## src/rtl/cdf_pkg.sv

```systemverilog
package cdf_pkg;

   // which input queue the arbiter selected this cycle
   typedef enum logic [1:0] {
      PICK_NONE = 2'd0,
      PICK_RD   = 2'd1,
      PICK_WR   = 2'd2
   } pick_e;

   // disposition of the selected request
   typedef enum logic [1:0] {
      ACT_STALL = 2'd0,
      ACT_HIT   = 2'd1,
      ACT_MERGE = 2'd2,
      ACT_FWD   = 2'd3
   } act_e;

endpackage

```

## src/rtl/cdf_fifo.sv

```systemverilog
module cdf_fifo #(
   parameter int WIDTH = 8,
   parameter int DEPTH = 2
) (
   input  logic             clk,
   input  logic             rst_n,
   input  logic             push,
   input  logic [WIDTH-1:0] push_data,
   output logic             full,
   output logic             out_valid,
   input  logic             out_ready,
   output logic [WIDTH-1:0] out_data
);
   localparam int PTR_W = (DEPTH > 1) ? $clog2(DEPTH) : 1;
   localparam int CNT_W = $clog2(DEPTH + 1);

   if (DEPTH < 1) begin : g_bad_depth
      $error("cdf_fifo: DEPTH must be at least 1");
   end
   if (WIDTH < 1) begin : g_bad_width
      $error("cdf_fifo: WIDTH must be at least 1");
   end

   logic [WIDTH-1:0] store [DEPTH];
   logic [PTR_W-1:0] wr_ptr;
   logic [PTR_W-1:0] rd_ptr;
   logic [CNT_W-1:0] count;
   logic             do_push;
   logic             do_pop;

   function automatic logic [PTR_W-1:0] bump(input logic [PTR_W-1:0] p);
      return (p == PTR_W'(DEPTH - 1)) ? '0 : p + 1'b1;
   endfunction

   assign full      = (count == CNT_W'(DEPTH));
   assign out_valid = (count != '0);
   assign out_data  = store[rd_ptr];
   assign do_push   = push && !full;
   assign do_pop    = out_valid && out_ready;

   always_ff @(posedge clk) begin
      if (!rst_n) begin
         wr_ptr <= '0;
         rd_ptr <= '0;
         count  <= '0;
      end else begin
         if (do_push) wr_ptr <= bump(wr_ptr);
         if (do_pop)  rd_ptr <= bump(rd_ptr);
         case ({do_push, do_pop})
            2'b10:   count <= count + 1'b1;
            2'b01:   count <= count - 1'b1;
            default: count <= count;
         endcase
      end
   end

   always_ff @(posedge clk) begin
      if (do_push) store[wr_ptr] <= push_data;
   end

endmodule

```

## src/rtl/cdf_tag_array.sv

```systemverilog
module cdf_tag_array #(
   parameter int ADDR_W = 16,
   parameter int OFF_W  = 5,
   parameter int IDX_W  = 3
) (
   input  logic              clk,
   input  logic              rst_n,
   input  logic [ADDR_W-1:0] look_addr,
   output logic              look_hit,
   input  logic              fill_en,
   input  logic [ADDR_W-1:0] fill_addr
);
   localparam int TAG_W = ADDR_W - OFF_W - IDX_W;
   localparam int SETS  = 1 << IDX_W;

   if (TAG_W < 1) begin : g_bad_tag
      $error("cdf_tag_array: no tag bits remain");
   end

   logic [TAG_W-1:0] look_tag;
   logic [TAG_W-1:0] fill_tag;

   assign look_tag = look_addr[ADDR_W-1 -: TAG_W];
   assign fill_tag = fill_addr[ADDR_W-1 -: TAG_W];

   if (IDX_W == 0) begin : g_single
      // one-line variant: a lone tag register
      logic [TAG_W-1:0] tag_q;
      logic             vld_q;
      always_ff @(posedge clk) begin
         if (!rst_n) begin
            tag_q <= '0;
            vld_q <= 1'b0;
         end else if (fill_en) begin
            tag_q <= fill_tag;
            vld_q <= 1'b1;
         end
      end
      assign look_hit = vld_q && (tag_q == look_tag);
   end else begin : g_sets
      logic [TAG_W-1:0] tags [SETS];
      logic [SETS-1:0]  vld;
      logic [IDX_W-1:0] look_idx;
      logic [IDX_W-1:0] fill_idx;

      assign look_idx = look_addr[OFF_W +: IDX_W];
      assign fill_idx = fill_addr[OFF_W +: IDX_W];

      always_ff @(posedge clk) begin
         if (!rst_n) begin
            vld <= '0;
            for (int s = 0; s < SETS; s++) tags[s] <= '0;
         end else if (fill_en) begin
            vld[fill_idx]  <= 1'b1;
            tags[fill_idx] <= fill_tag;
         end
      end
      assign look_hit = vld[look_idx] && (tags[look_idx] == look_tag);
   end

endmodule

```

## src/rtl/cdf_merge_table.sv

```systemverilog
module cdf_merge_table #(
   parameter int LINE_W  = 11,
   parameter int ENTRIES = 8
) (
   input  logic              clk,
   input  logic              rst_n,
   input  logic [LINE_W-1:0] probe_line,
   output logic              probe_hit,
   output logic              tbl_full,
   input  logic              alloc_en,
   input  logic              retire_en,
   input  logic [LINE_W-1:0] retire_line
);
   if (ENTRIES < 1) begin : g_bad_entries
      $error("cdf_merge_table: ENTRIES must be at least 1");
   end

   logic [LINE_W-1:0]  line_q [ENTRIES];
   logic [ENTRIES-1:0] vld_q;
   logic [ENTRIES-1:0] probe_match;
   logic [ENTRIES-1:0] retire_match;
   logic [ENTRIES-1:0] alloc_sel;

   for (genvar e = 0; e < ENTRIES; e++) begin : g_cmp
      assign probe_match[e]  = vld_q[e] && (line_q[e] == probe_line);
      assign retire_match[e] = vld_q[e] && (line_q[e] == retire_line);
   end

   assign probe_hit = |probe_match;
   assign tbl_full  = &vld_q;

   // lowest free slot, one-hot
   always_comb begin
      alloc_sel = '0;
      for (int e = ENTRIES - 1; e >= 0; e--) begin
         if (!vld_q[e]) alloc_sel = ENTRIES'(1) << e;
      end
   end

   always_ff @(posedge clk) begin
      if (!rst_n) begin
         vld_q <= '0;
         for (int e = 0; e < ENTRIES; e++) line_q[e] <= '0;
      end else begin
         for (int e = 0; e < ENTRIES; e++) begin
            if (alloc_en && alloc_sel[e]) begin
               vld_q[e]  <= 1'b1;
               line_q[e] <= probe_line;
            end else if (retire_en && retire_match[e]) begin
               vld_q[e] <= 1'b0;
            end
         end
      end
   end

endmodule

```

## src/rtl/cdf_arbiter.sv

```systemverilog
module cdf_arbiter
   import cdf_pkg::*;
(
   input  logic  go,
   input  logic  rd_valid,
   input  logic  wr_valid,
   output pick_e pick
);
   always_comb begin
      if (!go)           pick = PICK_NONE;
      else if (rd_valid) pick = PICK_RD;
      else if (wr_valid) pick = PICK_WR;
      else               pick = PICK_NONE;
   end
endmodule

```

## src/rtl/cache_dispatch_front.sv

```systemverilog
module cache_dispatch_front
   import cdf_pkg::*;
#(
   parameter int ADDR_W    = 16,
   parameter int ID_W      = 4,
   parameter int BYTES_W   = 8,
   parameter int OFF_W     = 5,
   parameter int IDX_W     = 3,
   parameter int MERGE_N   = 8,
   parameter int OUT_DEPTH = 2,
   parameter int READ_PKT  = 8,
   parameter int CNT_W     = 16
) (
   input  logic               clk,
   input  logic               rst_n,
   input  logic               ideal_mode,
   input  logic               rd_req_valid,
   output logic               rd_req_ready,
   input  logic [ADDR_W-1:0]  rd_req_addr,
   input  logic [ID_W-1:0]    rd_req_id,
   input  logic [BYTES_W-1:0] rd_req_bytes,
   input  logic               wr_req_valid,
   output logic               wr_req_ready,
   input  logic [ADDR_W-1:0]  wr_req_addr,
   input  logic [ID_W-1:0]    wr_req_id,
   input  logic [BYTES_W-1:0] wr_req_bytes,
   output logic               rsp_valid,
   input  logic               rsp_ready,
   output logic [ID_W-1:0]    rsp_id,
   output logic [ADDR_W-1:0]  rsp_addr,
   output logic               rsp_is_write,
   output logic               mem_valid,
   input  logic               mem_ready,
   output logic [ID_W-1:0]    mem_id,
   output logic [ADDR_W-1:0]  mem_addr,
   output logic [BYTES_W-1:0] mem_bytes,
   output logic               mem_is_write,
   input  logic               fill_valid,
   input  logic [ADDR_W-1:0]  fill_addr,
   input  logic               fill_alloc,
   output logic [CNT_W-1:0]   read_hit_count,
   output logic [CNT_W-1:0]   write_hit_count
);
   localparam int LINE_W = ADDR_W - OFF_W;
   localparam int RSP_W  = ID_W + ADDR_W + 1;
   localparam int MEM_W  = ID_W + ADDR_W + BYTES_W + 1;

   if (OFF_W < 2) begin : g_bad_off
      $error("cache_dispatch_front: a line must hold a 4-byte access");
   end
   if (READ_PKT >= (1 << BYTES_W)) begin : g_bad_pkt
      $error("cache_dispatch_front: READ_PKT does not fit BYTES_W");
   end
   if (ADDR_W <= OFF_W + IDX_W) begin : g_bad_addr
      $error("cache_dispatch_front: address too narrow for geometry");
   end

   // output queue state
   logic rsp_full;
   logic mem_full;
   logic rsp_push;
   logic mem_push;

   // selected request
   pick_e              pick;
   act_e               act;
   logic               go;
   logic [ADDR_W-1:0]  cur_addr;
   logic [ID_W-1:0]    cur_id;
   logic [BYTES_W-1:0] cur_bytes;
   logic               cur_wr;
   logic [LINE_W-1:0]  cur_line;
   logic [BYTES_W-1:0] fwd_bytes;

   // lookup results
   logic tag_hit;
   logic merge_hit;
   logic tbl_full;
   logic is_hit;

   assign go = !rsp_full && !mem_full;

   cdf_arbiter u_arb (
      .go       (go),
      .rd_valid (rd_req_valid),
      .wr_valid (wr_req_valid),
      .pick     (pick)
   );

   always_comb begin
      if (pick == PICK_WR) begin
         cur_addr  = wr_req_addr;
         cur_id    = wr_req_id;
         cur_bytes = wr_req_bytes;
         cur_wr    = 1'b1;
      end else begin
         cur_addr  = rd_req_addr;
         cur_id    = rd_req_id;
         cur_bytes = rd_req_bytes;
         cur_wr    = 1'b0;
      end
   end

   assign cur_line = cur_addr[ADDR_W-1:OFF_W];

   cdf_tag_array #(
      .ADDR_W (ADDR_W),
      .OFF_W  (OFF_W),
      .IDX_W  (IDX_W)
   ) u_tags (
      .clk       (clk),
      .rst_n     (rst_n),
      .look_addr (cur_addr),
      .look_hit  (tag_hit),
      .fill_en   (fill_valid && fill_alloc),
      .fill_addr (fill_addr)
   );

   cdf_merge_table #(
      .LINE_W  (LINE_W),
      .ENTRIES (MERGE_N)
   ) u_merge (
      .clk         (clk),
      .rst_n       (rst_n),
      .probe_line  (cur_line),
      .probe_hit   (merge_hit),
      .tbl_full    (tbl_full),
      .alloc_en    (mem_push),
      .retire_en   (fill_valid),
      .retire_line (fill_addr[ADDR_W-1:OFF_W])
   );

   assign is_hit = ideal_mode || tag_hit;

   always_comb begin
      if (pick == PICK_NONE) act = ACT_STALL;
      else if (is_hit)       act = ACT_HIT;
      else if (merge_hit)    act = ACT_MERGE;
      else if (tbl_full)     act = ACT_STALL;
      else                   act = ACT_FWD;
   end

   assign rd_req_ready = (act != ACT_STALL) && (pick == PICK_RD);
   assign wr_req_ready = (act != ACT_STALL) && (pick == PICK_WR);
   assign rsp_push     = (act == ACT_HIT);
   assign mem_push     = (act == ACT_FWD);

   // no-write-allocate: a write miss carries data only
   assign fwd_bytes = cur_wr ? (cur_bytes - BYTES_W'(READ_PKT)) : cur_bytes;

   logic [RSP_W-1:0] rsp_in;
   logic [RSP_W-1:0] rsp_out;
   logic [MEM_W-1:0] mem_in;
   logic [MEM_W-1:0] mem_out;

   assign rsp_in = {cur_id, cur_addr, cur_wr};
   assign mem_in = {cur_id, cur_addr, fwd_bytes, cur_wr};

   cdf_fifo #(
      .WIDTH (RSP_W),
      .DEPTH (OUT_DEPTH)
   ) u_rsp_q (
      .clk       (clk),
      .rst_n     (rst_n),
      .push      (rsp_push),
      .push_data (rsp_in),
      .full      (rsp_full),
      .out_valid (rsp_valid),
      .out_ready (rsp_ready),
      .out_data  (rsp_out)
   );

   cdf_fifo #(
      .WIDTH (MEM_W),
      .DEPTH (OUT_DEPTH)
   ) u_mem_q (
      .clk       (clk),
      .rst_n     (rst_n),
      .push      (mem_push),
      .push_data (mem_in),
      .full      (mem_full),
      .out_valid (mem_valid),
      .out_ready (mem_ready),
      .out_data  (mem_out)
   );

   assign {rsp_id, rsp_addr, rsp_is_write}           = rsp_out;
   assign {mem_id, mem_addr, mem_bytes, mem_is_write} = mem_out;

   always_ff @(posedge clk) begin
      if (!rst_n) begin
         read_hit_count  <= '0;
         write_hit_count <= '0;
      end else if (rsp_push) begin
         if (cur_wr) write_hit_count <= write_hit_count + 1'b1;
         else        read_hit_count  <= read_hit_count + 1'b1;
      end
   end

endmodule

```

## config.mk

```make
export PLATFORM = sky130hd
export DESIGN_NAME = cache_dispatch_front
export DESIGN_NICKNAME = d
export VERILOG_FILES = /design/src/rtl/cdf_pkg.sv /design/src/rtl/cdf_fifo.sv /design/src/rtl/cdf_tag_array.sv /design/src/rtl/cdf_merge_table.sv /design/src/rtl/cdf_arbiter.sv /design/src/rtl/cache_dispatch_front.sv
export SDC_FILE = /design/constraint.sdc
export NUM_CORES = 1
export LEC_CHECK = 0
export BUFFER_PORTS_ARGS = -buffer_cell sky130_fd_sc_hd__buf_2
export CORE_MARGIN = 2
export CORE_UTILIZATION = 55
export CTS_BUF_LIST = sky130_fd_sc_hd__clkbuf_2
export DETAILED_ROUTE_END_ITERATION = 8
export PLACE_DENSITY_LB_ADDON = 0.08
export SLEW_MARGIN = 20
export SYNTH_ARGS = -nofsm -noshare
export SYNTH_HDL_FRONTEND = slang
export SYNTH_HIERARCHICAL = 1
export SYNTH_SLANG_ARGS = --single-unit
```

## constraint.sdc

```tcl
create_clock -name clk -period 7.7 [get_ports clk]
set_clock_uncertainty 0.2 [all_clocks]
set_input_delay 2.31 -clock clk [delete_from_list [all_inputs] [get_ports clk]]
set_output_delay 2.31 -clock clk [all_outputs]
set_load 0.05 [all_outputs]
```

# After elaboration in Yosys (flattened, before gate mapping)
# Memories as Yosys holds them, arrays and structs flattened. A register that Yosys moved wholly into a read port is not among the register bits.
# Cells that the tools add are included.
# word_totals
regBits,56
ram_bits,252
input_bits,81
out_inout_bits,86
wordCells,229
n_memories,4
# op_classes
n_addsub,11
n_lt_le_gt_ge,3
eq_ne,27
n_mux,93
n_bitwise,10
reduce_logical,64
# mem_list
name,depth,width,rd,rd_ports_with_merged_regs,write_ports,line,text
u_merge.line_q,8,11,8,0,8,cdf_merge_table.sv:18,logic [LINE_W-1:0] line_q [ENTRIES];
u_tags.g_sets.tags,8,8,1,0,8,cdf_tag_array.sv:41,logic [TAG_W-1:0] tags [SETS];
u_mem_q.store,2,29,1,1,1,cdf_fifo.sv:24,logic [WIDTH-1:0] store [DEPTH];
u_rsp_q.store,2,21,1,1,1,cdf_fifo.sv:24,
# op_table
op,n
11-bit equality test,16
11-bit 2-to-1 mux,8
8-bit 2-to-1 mux,11
1-bit 2-to-1 mux,60
1-bit logical AND,42
16-bit by 1-bit adder with 16-bit output (second input constant),2
2-bit nonzero test,13
16-bit 2-to-1 mux,1
8-bit OR reduction,2
2-bit 2-to-1 mux,7
2-bit equality test (second input constant),6
2-bit by 1-bit equality test with 1-bit output (second input constant),4
8-bit equality test,1
3-bit by 4-bit less-than comparator with 1-bit output (second input constant),2
1-bit bitwise OR,8
8-bit bitwise OR,1
2-bit one-hot mux with 2 select lines,2
8-bit AND reduction,1
8-bit by 4-bit subtractor with 8-bit output (second input constant),1
1-bit adder (second input constant),4
2-bit by 1-bit adder with 2-bit output (second input constant),2
4-bit 2-to-1 mux,1
2-bit AND reduction,2
2-bit by 1-bit subtractor with 2-bit output (second input constant),2
other kinds (8),9

# Longest topological paths before layout
# Gate-level depths: netlist of the first run.
# logic_depth
depth_word,18
ltp_mapped,26
mapped_depth_nobuf,20

# Cells and area by module
# Netlist of the first run, hierarchy kept.
# modules_own_cells
module,instances,cells_each,area_each_um2,seq_area_each_um2
cdf_merge_table,1,494,5471.5,2802.7
cdf_tag_array,1,211,3323.2,2082.0
cdf_fifo at u_mem_q,1,116,2322.2,1841.8
cache_dispatch_front,1,281,1944.4,640.6
cdf_fifo at u_rsp_q,1,91,1746.7,1361.3
cdf_arbiter,1,2,16.3,0.0

# Least setup slack after synthesis of the first run
# No wires, ideal clock.
# synth_path
kind,input port to output port
from,in rd_req_valid
to,out rd_req_ready
t_arrival_ns,6.275
t_required_ns,5.190
slack_ns,-1.085
stages,19
n_path_buf,6
path_cell_list,and2_2 > buf_6 > nand2b_4 > inv_1 > clkbuf_1 > clkbuf_1 > nand2_1 > nand2_1 > buf_6 > buf_6 > mux4_2 > mux2i_1 > xor2_1 > nand4_1 > nor3_2 > or2_2 > clkbuf_1 > nor2_1 > a21oi_1
# synth_via
elab_chain_cells,12
word_cells_on_any_way,34
classes_between,11 x eq/ne; 8 x mux; 14 x reduce/logical; 1 x memory
# synth_rtl
item,line,text
"start, declared",cache_dispatch_front.sv:17,"input logic rd_req_valid,"
2-bit 2-to-1 mux *,cdf_arbiter.sv:11,else if (rd_valid) pick = PICK_RD;
2-bit 2-to-1 mux *,cdf_arbiter.sv:10,if (!go) pick = PICK_NONE;
2-bit equality test *,cache_dispatch_front.sv:91,if (pick == PICK_WR) begin
16-bit 2-to-1 mux *,cache_dispatch_front.sv:91,
via cur_addr[6],cache_dispatch_front.sv:68,logic [ADDR_W-1:0] cur_addr;
memory read 8 x 8 bit or 1-bit binary-select mux with 3-bit select (tied branches),-,
8-bit equality test or 1-bit 2-to-1 mux (tied branches),cdf_tag_array.sv:58,assign look_hit = vld[look_idx] && (tags[look_idx] == look_tag);
1-bit logical AND *,cdf_tag_array.sv:58,
via tag_hit,cache_dispatch_front.sv:76,logic tag_hit;
1-bit logical OR *,cache_dispatch_front.sv:133,assign is_hit = ideal_mode || tag_hit;
2-bit 2-to-1 mux *,cache_dispatch_front.sv:137,else if (is_hit) act = ACT_HIT;
2-bit 2-to-1 mux *,cache_dispatch_front.sv:136,if (pick == PICK_NONE) act = ACT_STALL;
2-bit nonzero test *,cache_dispatch_front.sv:143,assign rd_req_ready = (act != ACT_STALL) && (pick == PICK_RD);
1-bit logical AND *,cache_dispatch_front.sv:143,
"end, declared",cache_dispatch_front.sv:18,"output logic rd_req_ready,"
# Mark *: on every way through the listed nets, which the timed path passes. The rest lies on a longest branch. The select of a mux whose other input is x is not followed.

# Final worst setup path of the first run
# layout_path
from,in rd_req_valid
to,out rd_req_ready
# layout_via
elab_chain_cells,12
word_cells_on_any_way,34
classes_between,11 x eq/ne; 8 x mux; 14 x reduce/logical; 1 x memory
# layout_rtl
item,line,text
2-bit 2-to-1 mux *,cdf_arbiter.sv:11,
2-bit 2-to-1 mux *,cdf_arbiter.sv:10,
via pick[1],cache_dispatch_front.sv:65,pick_e pick;
2-bit equality test *,cache_dispatch_front.sv:91,
16-bit 2-to-1 mux *,cache_dispatch_front.sv:91,
via cur_addr[6],cache_dispatch_front.sv:68,
memory read 8 x 8 bit or 1-bit binary-select mux with 3-bit select (tied branches),-,
8-bit equality test or 1-bit 2-to-1 mux (tied branches),cdf_tag_array.sv:58,
1-bit logical AND *,cdf_tag_array.sv:58,
via tag_hit,cache_dispatch_front.sv:76,
1-bit logical OR *,cache_dispatch_front.sv:133,
2-bit 2-to-1 mux *,cache_dispatch_front.sv:137,
2-bit 2-to-1 mux *,cache_dispatch_front.sv:136,
2-bit nonzero test *,cache_dispatch_front.sv:143,
1-bit logical AND *,cache_dispatch_front.sv:143,
# Marks and branches as above.

==> results of run 1 <==
==> worst paths after layout <==
kind / to / start / slack [ps] / depth (start not counted)
setup / recovery: rd_req_ready / rd_req_valid / 80 / 18
hold / removal: u_tags/g_sets.vld[2] / u_tags/g_sets.vld[2] / 260 / 1
setup reg to reg: u_merge/line_q[1][18] / u_mem_q/count[0] / 2530 / 20
hold reg to reg: u_tags/g_sets.vld[2] / u_tags/g_sets.vld[2] / 260 / 1
==> metal layers <==
metal / track usage / up-vias
li1: - / 4800
met1: 0.345 / 4935
met2: 0.436 / 431
met3: 0.0555 / 85
met4: 0.110 / 0
met5: 0 / -
==> through the flow <==
| stage | util | std cells | setup slack (ps) |
|---|---|---|---|
| 2_1_floorplan | - | 1195 | -140 |
| 3_3_place_gp | 0.613 | 1700 | -48.4 |
| 3_5_place_dp | 0.613 | 1700 | -88.6 |
| 4_1_cts | 0.641 | 1840 | 45.2 |
| 5_1_grt | 0.644 | 1847 | -22.1 |
| 6_report | 0.644 | 1847 | 76.8 |
==> sequential cells by signal, indices dropped and copies added (netlist names), named ones only <==
signal,cells
write_hit_count,16
u_rsp_q/rd_ptr,1
u_mem_q/count,2
u_mem_q/wr_ptr,1
u_mem_q/rd_ptr,1
u_tags/g_sets.vld,8
u_rsp_q/store,42
u_rsp_q/wr_ptr,1
u_merge/vld_q,8
u_rsp_q/count,2
u_merge/line_q,88
u_tags/g_sets.tags,64
read_hit_count,16
u_mem_q/store,58
==> placed cells by master (no fill, tap or decap), types with 3 or more instances in the layout <==
cell	count
sky130_fd_sc_hd__edfxtp_1	252
sky130_fd_sc_hd__xnor2_1	168
sky130_fd_sc_hd__buf_2	159
sky130_fd_sc_hd__clkbuf_2	117
sky130_fd_sc_hd__nand2_1	112
sky130_fd_sc_hd__nor2_1	94
sky130_fd_sc_hd__and2_1	71
sky130_fd_sc_hd__dfxtp_1	58
sky130_fd_sc_hd__mux2_2	51
sky130_fd_sc_hd__nand4_1	49
sky130_fd_sc_hd__buf_4	49
sky130_fd_sc_hd__xor2_1	40
sky130_fd_sc_hd__a21oi_1	23
sky130_fd_sc_hd__inv_1	22
sky130_fd_sc_hd__o21ai_0	19
sky130_fd_sc_hd__nand3_1	17
sky130_fd_sc_hd__clkinv_1	17
sky130_fd_sc_hd__o31ai_1	14
sky130_fd_sc_hd__mux4_2	14
sky130_fd_sc_hd__nor3_1	13
sky130_fd_sc_hd__buf_12	13
sky130_fd_sc_hd__nor4_1	12
sky130_fd_sc_hd__or4_1	11
sky130_fd_sc_hd__or3_1	9
sky130_fd_sc_hd__mux2i_1	9
sky130_fd_sc_hd__a21o_1	8
sky130_fd_sc_hd__nand2b_1	7
sky130_fd_sc_hd__ha_1	5
sky130_fd_sc_hd__and4_1	4
sky130_fd_sc_hd__nor2b_1	4
sky130_fd_sc_hd__a21boi_1	4
sky130_fd_sc_hd__o21ai_1	4
sky130_fd_sc_hd__mux4_1	4
sky130_fd_sc_hd__or2_2	3
sky130_fd_sc_hd__inv_2	3
sky130_fd_sc_hd__buf_6	3
==> where the power goes <==
part / switching [µW] / internal (µW) / leakage, µW
Combinational: 987 / 538 / 0.00308
Clock: 650 / 471 / 0.000549
Sequential: 89.1 / 2010 / 0.00290
==> cells by family (layout without fill, tap and decap cells) <==
| group | count (synthesis) | count (layout) | share of synthesized area |
|---|---|---|---|
| mux | 78 | 78 | 0.0737 |
| xor+xnor | 208 | 208 | 0.123 |
| compound gates | 82 | 82 | 0.0342 |
| buf+inv | 82 | 391 | 0.0287 |
| flops | 310 | 310 | 0.589 |
| other cells | 0 | 2 | 0 |
| fa+ha+maj | 5 | 5 | 0.00422 |
| simple gates | 430 | 430 | 0.148 |
==> what timing repair did <==
action                                 4_1_cts  5_1_grt
gates cloned                                 0        1
resized for setup                            5       10
setup endpoints to repair                    2        2
buffers inserted                             0        4
pin swaps                                    0        6
endpoints found under the hold margin        0        0
==> worst max-delay path: stages <==
cell	delay, ps
sky130_fd_sc_hd__buf_2	100
sky130_fd_sc_hd__and3b_2	260
sky130_fd_sc_hd__nand2b_4	120
sky130_fd_sc_hd__inv_4	90
sky130_fd_sc_hd__nand2_2	60
sky130_fd_sc_hd__nand2_4	70
sky130_fd_sc_hd__buf_6	120
sky130_fd_sc_hd__clkbuf_16	140
sky130_fd_sc_hd__buf_4	100
sky130_fd_sc_hd__mux4_2	500
sky130_fd_sc_hd__mux2i_1	200
sky130_fd_sc_hd__xor2_1	160
sky130_fd_sc_hd__nand4_1	120
sky130_fd_sc_hd__nor3_2	200
sky130_fd_sc_hd__or2_4	180
sky130_fd_sc_hd__nor2_4	50
sky130_fd_sc_hd__a21oi_4	140
sky130_fd_sc_hd__buf_8	160
==> final cells by class <==
type / count / area (µm²)
sequential: 310 / 8730
tap: 341 / 427
fill: 2173 / 9510
clock inverter: 23 / 148
multi-input combinational: 803 / 5730
clock buffer: 117 / 586
inverter: 25 / 96.3
timing repair buffer: 226 / 1500
antenna: 2 / 5.00
==> results.md, run 1 <==
Yosys:
- The post-synthesis async set-or-reset flop share is 0.
- Of the post-synthesis cell area, the dominant cell type holds 0.510.
- The number of nets in the synthesized netlist is 1,281.
- In the post-synthesis netlist, the cell with the most instances is sky130_fd_sc_hd__edfxtp_1.
- After synthesis, the most frequently instantiated cells are 252 x sky130_fd_sc_hd__edfxtp_1, 168 x sky130_fd_sc_hd__xnor2_1, 116 x sky130_fd_sc_hd__nand2_1.
- Yosys printed 6 warnings.
- The mean instance size in the synthesized netlist is 12.4 µm².
- The cell count after synthesis is 1,195.
- In the synthesized netlist the dominant register cell turns out to be sky130_fd_sc_hd__edfxtp_1.
- Counting flops with a built-in enable in the synthesized netlist gives 252.
- Synthesis instantiated 52 different standard cells from the library.
- The number of synthesized register bits is 310.
- The top cell type by total area after synthesis is sky130_fd_sc_hd__edfxtp_1.
- Of the synthesized area, sequential elements account for 0.589.
- Summing every instance area after synthesis gives 14,800 µm².
- Ranked by total cell area, the synthesized netlist is headed by sky130_fd_sc_hd__edfxtp_1 51%, sky130_fd_sc_hd__xnor2_1 9.9%, sky130_fd_sc_hd__dfxtp_1 7.8%.

Final layout:
- The layout overhead on the synthesized area is 16.1%.
- In the final layout, the share of cells above drive strength 1 is 0.293.
- The cell area after layout is 17,200 µm².
- The total number of nets in the final design is 1,531.

STA:
- Setup violations remaining at the end of the flow were counted as 0.
- For the final routed database, the setup TNS stands at 0 ps.
- The number of max-slew violations in the final report is 0.
- Hold timing on the final database bottoms out at a slack of 256 ps.
- Timing would allow up to 131 MHz.
- Dividing the final minimum period by the clock period gives 0.990.
- For the pin with the worst max-slew slack, the measured transition is 1070 ps.
- The final number of hold-violating endpoints is 0.
- After layout, the minimum clock period comes to 7620 ps.
- The headroom to the max-slew limit is 0.285.

Detailed routing:
- The vias per cell is 5.55.
- The remaining number of nets flagged by the antenna check after routing is 0.
- In the routed design, unresolved DRC markers number 0.
- The routed layout has 10,300 vias.
- The total wire length is 37,600 µm.
- The detailed router finished its first iteration with 797 violations.
- The count of TritonRoute iterations in the first routing pass is 5.
- The detailed route wirelength on metal3 is 2770 µm.
- The highest metal layer with signal wires is met4.
- Wire segments on met2 add up to 18,100 µm in the final route.
- After detailed routing, the wire length on met1 is 15,500 µm.
- In the final routed layout, each cell accounts on average for 20.3 µm.

Setup path:
- The maximum fanout count along the critical path is 6.
- The endpoint class of the critical path is an output port.
- The data arrival time at the worst-slack endpoint is 5110 ps.
- The nature of the critical path startpoint is an input port.
- At the worst endpoint, the required time is 5190 ps.
- The type of the worst setup path is in2out.

Die:
- The area of the core is 26,700 µm².
- In this run the count of I/O pins placed on the die edge is 167.
- From bottom edge to top edge, the die measures 168 µm.
- The initial utilization of the core area, before any placement, comes to 0.555.
- Row generation in the floorplan step produced 60 rows.
- The x dimension of the die is 168 µm.
- The die outline area is 28,300 µm².

Clocking:
- TritonCTS built the clock tree.
- The number of clock sinks seen by CTS is 310.
- Counting along the longest clock path gives a buffer depth of 3.
- The number of hold buffers added after cts is 0.
- The root buffer selected by CTS is sky130_fd_sc_hd__clkbuf_2.
- The number of levels in the clock H-tree is 3.
- The number of clock buffers added by TritonCTS is 79.
- For the worst-skew pair, the clock arrives at the later sink with an insertion delay of 880 ps.
- After clock tree synthesis, the clock-pin slew on the worst setup and hold paths is 100 ps.

Placed design:
- Routability-driven placement finished with a final weighted congestion of 0.849.
- The count of buffers from port buffering is 161.
- The placed wire-length estimate after detailed placement is 24,400 µm.
- The instance area at placement is 16,400 µm².

GRT:
- The maximum number of pins on one net before global-route repair is 39.
- The via count of the first global-routing pass was 10,200.
- In the global route stage, overall resource usage came out at 0.265.
- The wire length of the first global-routing pass is 56,400 µm.
- The initial antenna violation count was 2.
- After global routing the overflow that remains totals 0.

Flow run:
- Max-cap violations in this run came to 0.

Power and ir drop:
- In this run the power density over the cells is 276 nW/µm².
- VDD sags by at most 0.117 mV.
- The total power is 4750 µW.
- Summed over all cells, the static leakage comes to 0.00653 µW.

Outcome:
- The run finished with clean final reports.

Worst hold path:
- The min-delay analysis places its worst path in the category reg2reg.
Power figures use the tool's default switching activity.
==> run 2, diff against run 1 <==
ABC_AREA = 1   (was unset)
CORE_UTILIZATION = 56   (was 55)
==> results.md, run 2 <==
Final layout:
- The largest registers in the layout are u_merge/line_q (88), u_tags/g_sets.tags (64), u_mem_q/store (58).
- In the final layout, the share of cells above drive strength 1 is 0.198.
- Counting flops per register, the top entry is u_merge/line_q.
- The utilization of the core after routing is 0.643.
- Leaving out fill and tap cells, the most frequent cell in the layout is sky130_fd_sc_hd__nand2_1.
- The top cell types in the final layout, fill and taps aside, are 667 x sky130_fd_sc_hd__nand2_1, 290 x sky130_fd_sc_hd__nor2_1, 252 x sky130_fd_sc_hd__edfxtp_1, 235 x sky130_fd_sc_hd__inv_1, 159 x sky130_fd_sc_hd__buf_2.
- The register with the most flip-flops in the layout has 88 of them.
- For this run, the post-layout net count is 2,286.
- Compared with the post-synthesis result, the final layout area differs by 12.8%.

Yosys:
- In the post-synthesis netlist, the cell with the most instances is sky130_fd_sc_hd__nand2_1.
- In the synthesized netlist, the number of instances is 1,972.
- The mean instance size in the synthesized netlist is 8.35 µm².
- After synthesis, the most frequently instantiated cells are 670 x sky130_fd_sc_hd__nand2_1, 292 x sky130_fd_sc_hd__nor2_1, 252 x sky130_fd_sc_hd__edfxtp_1.
- The distinct cell type count after synthesis is 44.
- In this run, synthesis inferred 252 flip-flops with an integrated enable.
- After synthesis the netlist holds a flip-flop and latch count of 310.
- The number of nets in the synthesized netlist is 2,058.
- The area share of the leading cell type in the synthesized netlist is 0.460.
- By area the synthesized netlist is led by sky130_fd_sc_hd__edfxtp_1 46%, sky130_fd_sc_hd__nand2_1 15%, sky130_fd_sc_hd__dfxtp_1 7.1%.
- For this run, the register share of the synthesized area comes to 0.530.
- For this run, the number of Yosys warnings is 6.
- Among all flip-flop cells after synthesis, the most frequent one is sky130_fd_sc_hd__edfxtp_1.
- The cell area that synthesis handed to floorplanning was 16,500 µm².
- Summed over all instances, the cell type with the most area after synthesis is sky130_fd_sc_hd__edfxtp_1.
- The post-synthesis async set-or-reset flop share is 0.

Setup path:
- Setup slack on the worst reg-to-reg path comes out at 2780 ps.
- For the worst setup path, the data arrival time is 5030 ps.
- The startpoint of the most critical setup path is rd_req_valid.
- The type of the worst setup path is in2out.
- The critical path crosses 25 cells after its start point.
- STA classifies the critical path startpoint as an input port.
- The worst setup path is captured at an output port.
- The most common cell type on the critical path is sky130_fd_sc_hd__nand2_1.
- For this run, the slowest stage of the critical path takes 200 ps.
- The number of buffer and inverter instances along the worst setup path is 11.
- The startpoint identified for the worst register-to-register timing path is u_rsp_q/count[0].
- The family with the most delay on the worst path is buffers and inverters.
- The maximum fanout count along the critical path is 15.
- The last element of the critical path is rd_req_ready.
- For the worst flop-to-flop path, the logic depth is 29.
- The slowest stage of the critical path belongs to the cell sky130_fd_sc_hd__buf_12.
- For the worst setup path, the data required time is 5190 ps.
- The critical register-to-register path endpoint is u_merge/line_q[1][21].

Clocking:
- The maximum buffer depth of the clock tree is 3.
- The root buffer selected by CTS is sky130_fd_sc_hd__clkbuf_2.
- The number of levels in the clock H-tree is 3.
- After clock tree synthesis, the flow added hold-fix buffers numbering 0.
- The source-to-sink clock delay at the later pin of the worst-skew pair is 910 ps.
- TritonCTS built the clock tree.
- The clock transition at the register clock pins on the worst setup and hold paths after CTS is 110 ps.
- The number of clock sinks seen by CTS is 310.
- The number of clock buffers inserted by TritonCTS is 82.

Worst hold path:
- In this run the most critical hold path is launched from u_tags/g_sets.vld[7].
- The cell depth of the worst min-delay path is 2.
- The worst hold path belongs to the class reg2reg.

Die:
- From left edge to right edge, the die measures 175 µm.
- The die outline area is 30,800 µm².
- The row count is 62.
- In this run the count of I/O pins placed on the die edge is 167.
- The initial standard-cell utilization of the core is 0.570.
- The core region is 28,900 µm².
- The floorplan step set the die height to 175 µm.

Detailed routing:
- The remaining number of nets flagged by the antenna check after routing is 0.
- Summing over every cut layer, the via total after detailed routing is 14,100.
- The violation count after the first detailed-routing iteration is 1,465.
- The mean routed wirelength per cell is 17.8 µm.
- The total DRC errors in the routed layout is 0.
- The total wire length is 47,200 µm.
- The first TritonRoute pass finished after 6 iterations.
- In the routed layout, each cell is associated on average with a via count of 5.33.

GRT:
- The overall global routing resource usage is 0.304.
- For this run the aggregate overflow at the end of global routing stands at 0.
- The first global-routing pass estimated 71,800 µm of wire.
- The via count of the first global-routing pass was 13,300.
- The initial antenna violation count is 2.
- Entering global routing, the biggest net connects 45 pins.

STA:
- The final number of hold-violating endpoints is 0.
- At the pin with the least slew margin, the transition time is 1120 ps.
- The worst slack on hold paths is 258 ps.
- The highest clock frequency the design can meet is 133 MHz.
- Of the available clock period, the critical path in the final layout requires 0.980.
- The number of max-slew violations in the final report is 0.
- In this run the tightest slew margin relative to its limit is 0.253.
- The shortest period the worst path allows is 7540 ps.
- Setup violations remaining at the end of the flow were counted as 0.
- Setup repair after global routing left no endpoint under its margin.

Power and ir drop:
- Power spread over the standard cell area amounts to 268 nW/µm².
- The highest ir drop seen on vdd is 0.142 mV.
- For this design the static power due to leakage is 0.00854 µW.

Flow run:
- The number of maximum-capacitance violations is 0.

Outcome:
- The run finished with clean final reports.

Placed design:
- The placed wire-length estimate after detailed placement is 31,900 µm.
- The count of buffers from port buffering is 161.
- The final weighted congestion of routability-driven global placement is 0.948.
run 2: changes by cell type in the layout (fill, tap and decap cells not counted), sizes merged, moves of 15 or more:
cell / delta
xnor2: -123
nor2: +214
nand2: +558
mux4: -18
inv: +228
nand3: +78
o21ai: +15
a21oi: +19
buf: -17
xor2: -33
and2: -72
run 2: final cells by class:
| type | instances | area [µm²] |
|---|---|---|
| fillers | 2555 | 10300 |
| diodes | 2 | 5.00 |
| clock buffers | 125 | 626 |
| inverters | 255 | 980 |
| repair buffers | 209 | 1270 |
| flip-flops and latches | 310 | 8730 |
| well taps | 384 | 480 |
| multi-input cells | 1342 | 6320 |
| clock inverters | 23 | 153 |
run 2: cell families after synthesis:
| kind of cell | Yosys count | synth area share |
|---|---|---|
| buf+inv | 320 | 0.0878 |
| fa+ha+maj | 5 | 0.00380 |
| mux | 50 | 0.0369 |
| xor+xnor | 52 | 0.0277 |
| flops | 310 | 0.530 |
| compound gates | 92 | 0.0296 |
| simple gates | 1143 | 0.284 |
run 2: repair_timing:
action / 4_1_cts / 5_1_grt
endpoints found under the setup margin: 2 / 2
gates resized for setup: 3 / 17
gates cloned: 0 / 1
pin swaps: 0 / 0
setup buffers: 0 / 0
run 2: worst min-delay path, cell delays in order, from the launching register on:
cell and delay [ps]:
sky130_fd_sc_hd__dfxtp_1 330, sky130_fd_sc_hd__nand2_1 50, sky130_fd_sc_hd__nand2_1 40
run 2: layer usage:
| layer | global-route usage | vias to the layer above | wire (µm) |
|---|---|---|---|
| met2 | 0.479 | 704 | 21400 |
| met5 | 0 | - | 0 |
| met3 | 0.0595 | 130 | 4630 |
| met4 | 0.127 | 0 | 1620 |
| li1 | - | 6767 | - |
| met1 | 0.413 | 6525 | 19500 |
run 2: worst min-delay path by stage:
stage | to | slack (ps)
2_1_floorplan | u_tags/g_sets.vld[1] | 220
3_3_place_gp | u_tags/g_sets.vld[7] | 230
3_5_place_dp | u_tags/g_sets.vld[7] | 240
4_1_cts | u_tags/g_sets.vld[7] | 260
5_1_grt | u_tags/g_sets.vld[7] | 270
6_report | u_tags/g_sets.vld[7] | 260
run 2: metrics by stage:
stage	setup WS, ps	TNS (ps)	total power [µW]	cell area [µm²]	instances
floorplan	90.2	0	3330	16500	1972
global placement	-63.1	-93.8	3760	17700	2499
detailed placement	-110	-183	3790	17700	2499
CTS	5.37	0	4990	18500	2647
global route	5.71	0	5230	18600	2650
finish	158	0	4980	18600	2650
run 2: report_power, final:
group	switching, µW	internal, µW	total (µW)
sequential	102	2020	2120
clock	693	499	1190
combinational	1170	494	1670
total	1970	3020	4980
==> run 3, diff against run 2 <==
CORE_ASPECT_RATIO = 1.2   (was unset)
SYNTH_HIERARCHICAL = unset   (was 1)
==> results.md, run 3 <==
Die:
- In this run the vertical extent of the chip is 191 µm.
- The area of the core is 28,800 µm².
- In this run the count of I/O pins placed on the die edge is 167.
- The x dimension of the die is 160 µm.
- The row count is 68.
- The die outline area is 30,500 µm².
- The initial standard-cell utilization of the core is 0.567.

GRT:
- The via count of the first global-routing pass is 13,800.
- The overflow left after global routing is 0.
- The initial antenna violation count is 2.
- The maximum number of pins on one net before global-route repair is 40.
- The first global-routing pass estimated 77,800 µm of wire.
- For this run, the total global-route usage over all layers was measured as 0.343.

Final layout:
- In the final design database the tool counted 2,123 nets.
- The largest registers in the layout are u_merge.line_q (88), u_tags.g_sets.tags (64), u_mem_q.store (58).
- In the final layout, the share of cells above drive strength 1 is 0.206.
- The library cell used most frequently in the layout, excluding fill and tap cells, is sky130_fd_sc_hd__nand2_1.
- After routing the design area is 18,400 µm².
- The number of flip-flops under the largest register name is 88.
- The top cell types in the final layout, fill and taps aside, are 477 x sky130_fd_sc_hd__nand2_1, 252 x sky130_fd_sc_hd__edfxtp_1, 234 x sky130_fd_sc_hd__nor2_1, 161 x sky130_fd_sc_hd__buf_2, 159 x sky130_fd_sc_hd__inv_1.
- The multi-input combinational cell area is 6590 µm².
- Once layout is complete, the utilization of the core stands at 0.641.
- The layout overhead on the synthesized area is 12.9%.
- The top register by number of flip-flops is u_merge.line_q.
- Across the whole layout, storage elements account for 8730 µm².
- Fill cells in the final layout number 2,577.

Yosys:
- By area the synthesized netlist is led by sky130_fd_sc_hd__edfxtp_1 46%, sky130_fd_sc_hd__nand2_1 11%, sky130_fd_sc_hd__dfxtp_1 7.1%.
- sky130_fd_sc_hd__edfxtp_1 takes more of the synthesized area than any other cell.
- After synthesis, the share of flip-flops with an asynchronous set or reset is 0.
- The mean instance size in the synthesized netlist is 8.91 µm².
- By instance count, the leading cell after synthesis is sky130_fd_sc_hd__nand2_1.
- The cell count after synthesis is 1,832.
- The leading register cell type out of synthesis is sky130_fd_sc_hd__edfxtp_1.
- The number of synthesized flops with an enable pin is 252.
- In this run, distinct cell masters in the synthesized netlist total 47.
- The share of synthesized area in the top cell type comes to 0.464.
- The yosys synthesis warning count is 0.
- The combined area of all synthesized cells is 16,300 µm².
- Synthesis produced a netlist with a net count of 1,918.
- The sequential-to-total area share from yosys stat is 0.535.
- The number of synthesized register bits is 310.
- In the synthesized netlist, the cells that appear most often are 478 x sky130_fd_sc_hd__nand2_1, 252 x sky130_fd_sc_hd__edfxtp_1, 237 x sky130_fd_sc_hd__nor2_1.

Setup path:
- The data arrival time at the worst-slack endpoint is 5080 ps.
- STA classifies the critical path endpoint as an output port.
- The number of cells on the worst reg-to-reg path is 22.
- In this run the critical register-to-register path is launched from u_mem_q.count[0].
- The nature of the critical path startpoint is an input port.
- Along the worst path, the maximum fanout reaches 10.
- The reg2reg setup slack is 2770 ps.
- The critical register-to-register path endpoint is u_mem_q.store[0][22].
- The data required time at the worst endpoint is 5190 ps.
- The worst setup path is of the in2out kind.

Power and ir drop:
- The switching portion of total power is 0.370.
- The highest ir drop seen on vdd is 0.137 mV.
- Summed over all nets, the switching power comes to 1670 µW.
- The analysis attributes to cell leakage a power of 0.00778 µW.
- The design internal power is 2840 µW.
- The sequential group share of total power is 0.451.
- The proportion of power drawn by the clock network is 0.268.
- The part of the power in combinational logic is 0.281.
- In this run the power density over the cells is 245 nW/µm².

STA:
- The transition at the pin with the smallest max-transition slack is 1110 ps.
- The worst path meets setup with 114 ps of slack.
- Derived from the worst setup path, the maximum achievable clock frequency is 132 MHz.
- The final worst-path cycle share is 0.985.
- Setup repair after global routing left no endpoint under its margin.
- Setup violations remaining at the end of the flow were counted as 0.
- The final number of hold-violating endpoints is 0.
- The number of max-slew violations in the final report is 0.
- The headroom to the max-slew limit is 0.258.
- Summed over all failing endpoints, the final setup total negative slack is 0 ps.
- The shortest period the worst path allows is 7590 ps.

Clocking:
- Buffers inserted to repair hold after CTS numbered 0.
- The number of levels in the clock H-tree is 3.
- In this run the deepest clock path goes through 3 buffers.
- TritonCTS built the clock tree.
- Counting every sink on the clock net gives 310.
- The tree is rooted in a sky130_fd_sc_hd__clkbuf_2.
- For the worst-skew pair, the clock arrives at the later sink with an insertion delay of 940 ps.
- The clock transition at the register clock pins on the worst setup and hold paths after CTS is 100 ps.
- TritonCTS created 75 clock buffers.

Flow run:
- The number of maximum-capacitance violations is 0.

Worst hold path:
- The class of the tightest hold or removal check is reg2reg.
- Counting instances, the worst hold path has a depth of 1.
- The origin of the worst min-delay path is u_rsp_q.rd_ptr.
- The worst hold path terminates at u_rsp_q.rd_ptr.

Detailed routing:
- For this block, the initial DRC count from the detailed router was 1,276.
- In the routed design, unresolved DRC markers number 0.
- The pre-antenna-repair detailed-routing pass consisted of 5 iterations.
- The total number of vias is 14,200.
- Once detail routing completed, the nets flagged for antenna violations numbered 0.
- Dividing the detail-routed wire length by the instance count gives 21.1 µm.
- The vias per cell is 5.74.
- After detailed routing, the total wire length is 52,500 µm.

Placed design:
- After detailed placement, the total cell area comes to 17,600 µm².
- Input and output buffers added on the ports amount to 161.
- Before CTS, the worst setup slack after placement is 74.9 ps.
- Routability-driven placement finished with a final weighted congestion of 0.983.
- The HPWL after detailed placement is 36,400 µm.

Outcome:
- The run finished with clean final reports.
-- run 3: changes by cell type after synthesis, sizes merged, moves of 8 or more --
cell,delta
a221oi,+8
and2,+8
buf,-19
clkbuf,+26
inv,-85
nand2,-176
nand3,+53
nand4,+19
nor2,-58
o2111ai,+10
o21ai,+8
o22ai,+20
xnor2,-35
xor2,+39
-- run 3: per-layer routing --
metal,vias up,part of all wire,track usage
li1,6650,-,-
met4,0,0.064,0.204
met3,193,0.086,0.0536
met5,-,0,0
met1,6675,0.37,0.403
met2,730,0.48,0.597
-- run 3: what timing repair did --
action                                  in CTS  in global routing
buffers inserted                             0                  0
endpoints found under the setup margin       0                  2
hold endpoints to repair                     0                  0
gates resized for setup                      0                  6
-- run 3: cell type report --
cell class | instances | area share
Sequential cell | 310 | 0.474
Timing Repair Buffer | 198 | 0.0644
Multi-Input combinational cell | 1279 | 0.358
Clock buffer | 101 | 0.0274
Inverter | 173 | 0.0354
Tap cell | 385 | 0.0261
Antenna cell | 2 | 0.000272
Clock inverter | 36 | 0.0151
-- run 3: worst max-delay path, cell delays in order --
cell,delay [ps]
sky130_fd_sc_hd__buf_2,120
sky130_fd_sc_hd__nor2_2,170
sky130_fd_sc_hd__buf_4,250
sky130_fd_sc_hd__nand4_1,270
sky130_fd_sc_hd__nand2_2,410
sky130_fd_sc_hd__inv_2,210
sky130_fd_sc_hd__nand2_1,120
sky130_fd_sc_hd__nand3_1,80
sky130_fd_sc_hd__nor3_1,160
sky130_fd_sc_hd__nand3_1,200
sky130_fd_sc_hd__nand2_1,110
sky130_fd_sc_hd__nor2_1,50
sky130_fd_sc_hd__nand3_2,130
sky130_fd_sc_hd__o21ai_0,110
sky130_fd_sc_hd__inv_1,90
sky130_fd_sc_hd__buf_2,260
-- run 3: worst max-delay path by stage --
stage,startpoint,end
global route,rd_req_valid,wr_req_ready
detailed placement,rd_req_valid,wr_req_ready
global placement,rd_req_valid,wr_req_ready
CTS,rd_req_valid,wr_req_ready
floorplan,wr_req_valid,wr_req_ready
finish,rd_req_valid,wr_req_ready
-- run 3: kinds of logic after synthesis --
group,synth area share
fa+ha+maj,0.00383
compound gates,0.0567
buf+inv,0.0636
simple gates,0.272
xor+xnor,0.0324
mux,0.0363
flops,0.535
-- run 3: through the flow --
step                total power [µW]  cells  hold WS [ps]
floorplan                       2930   1832           226
global placement                3300   2344           236
detailed placement              3320   2344           243
CTS                             4510   2481           266
global route                    4710   2484           274
finish                          4520   2484           265
-- run 3: power by group through the flow --
stage,registers [µW],logic [µW],clock network [µW]
floorplan,2050,878,0
global placement,2070,1230,0
detailed placement,2070,1250,0
CTS,2040,1250,1230
global route,2050,1350,1310
finish,2040,1270,1210
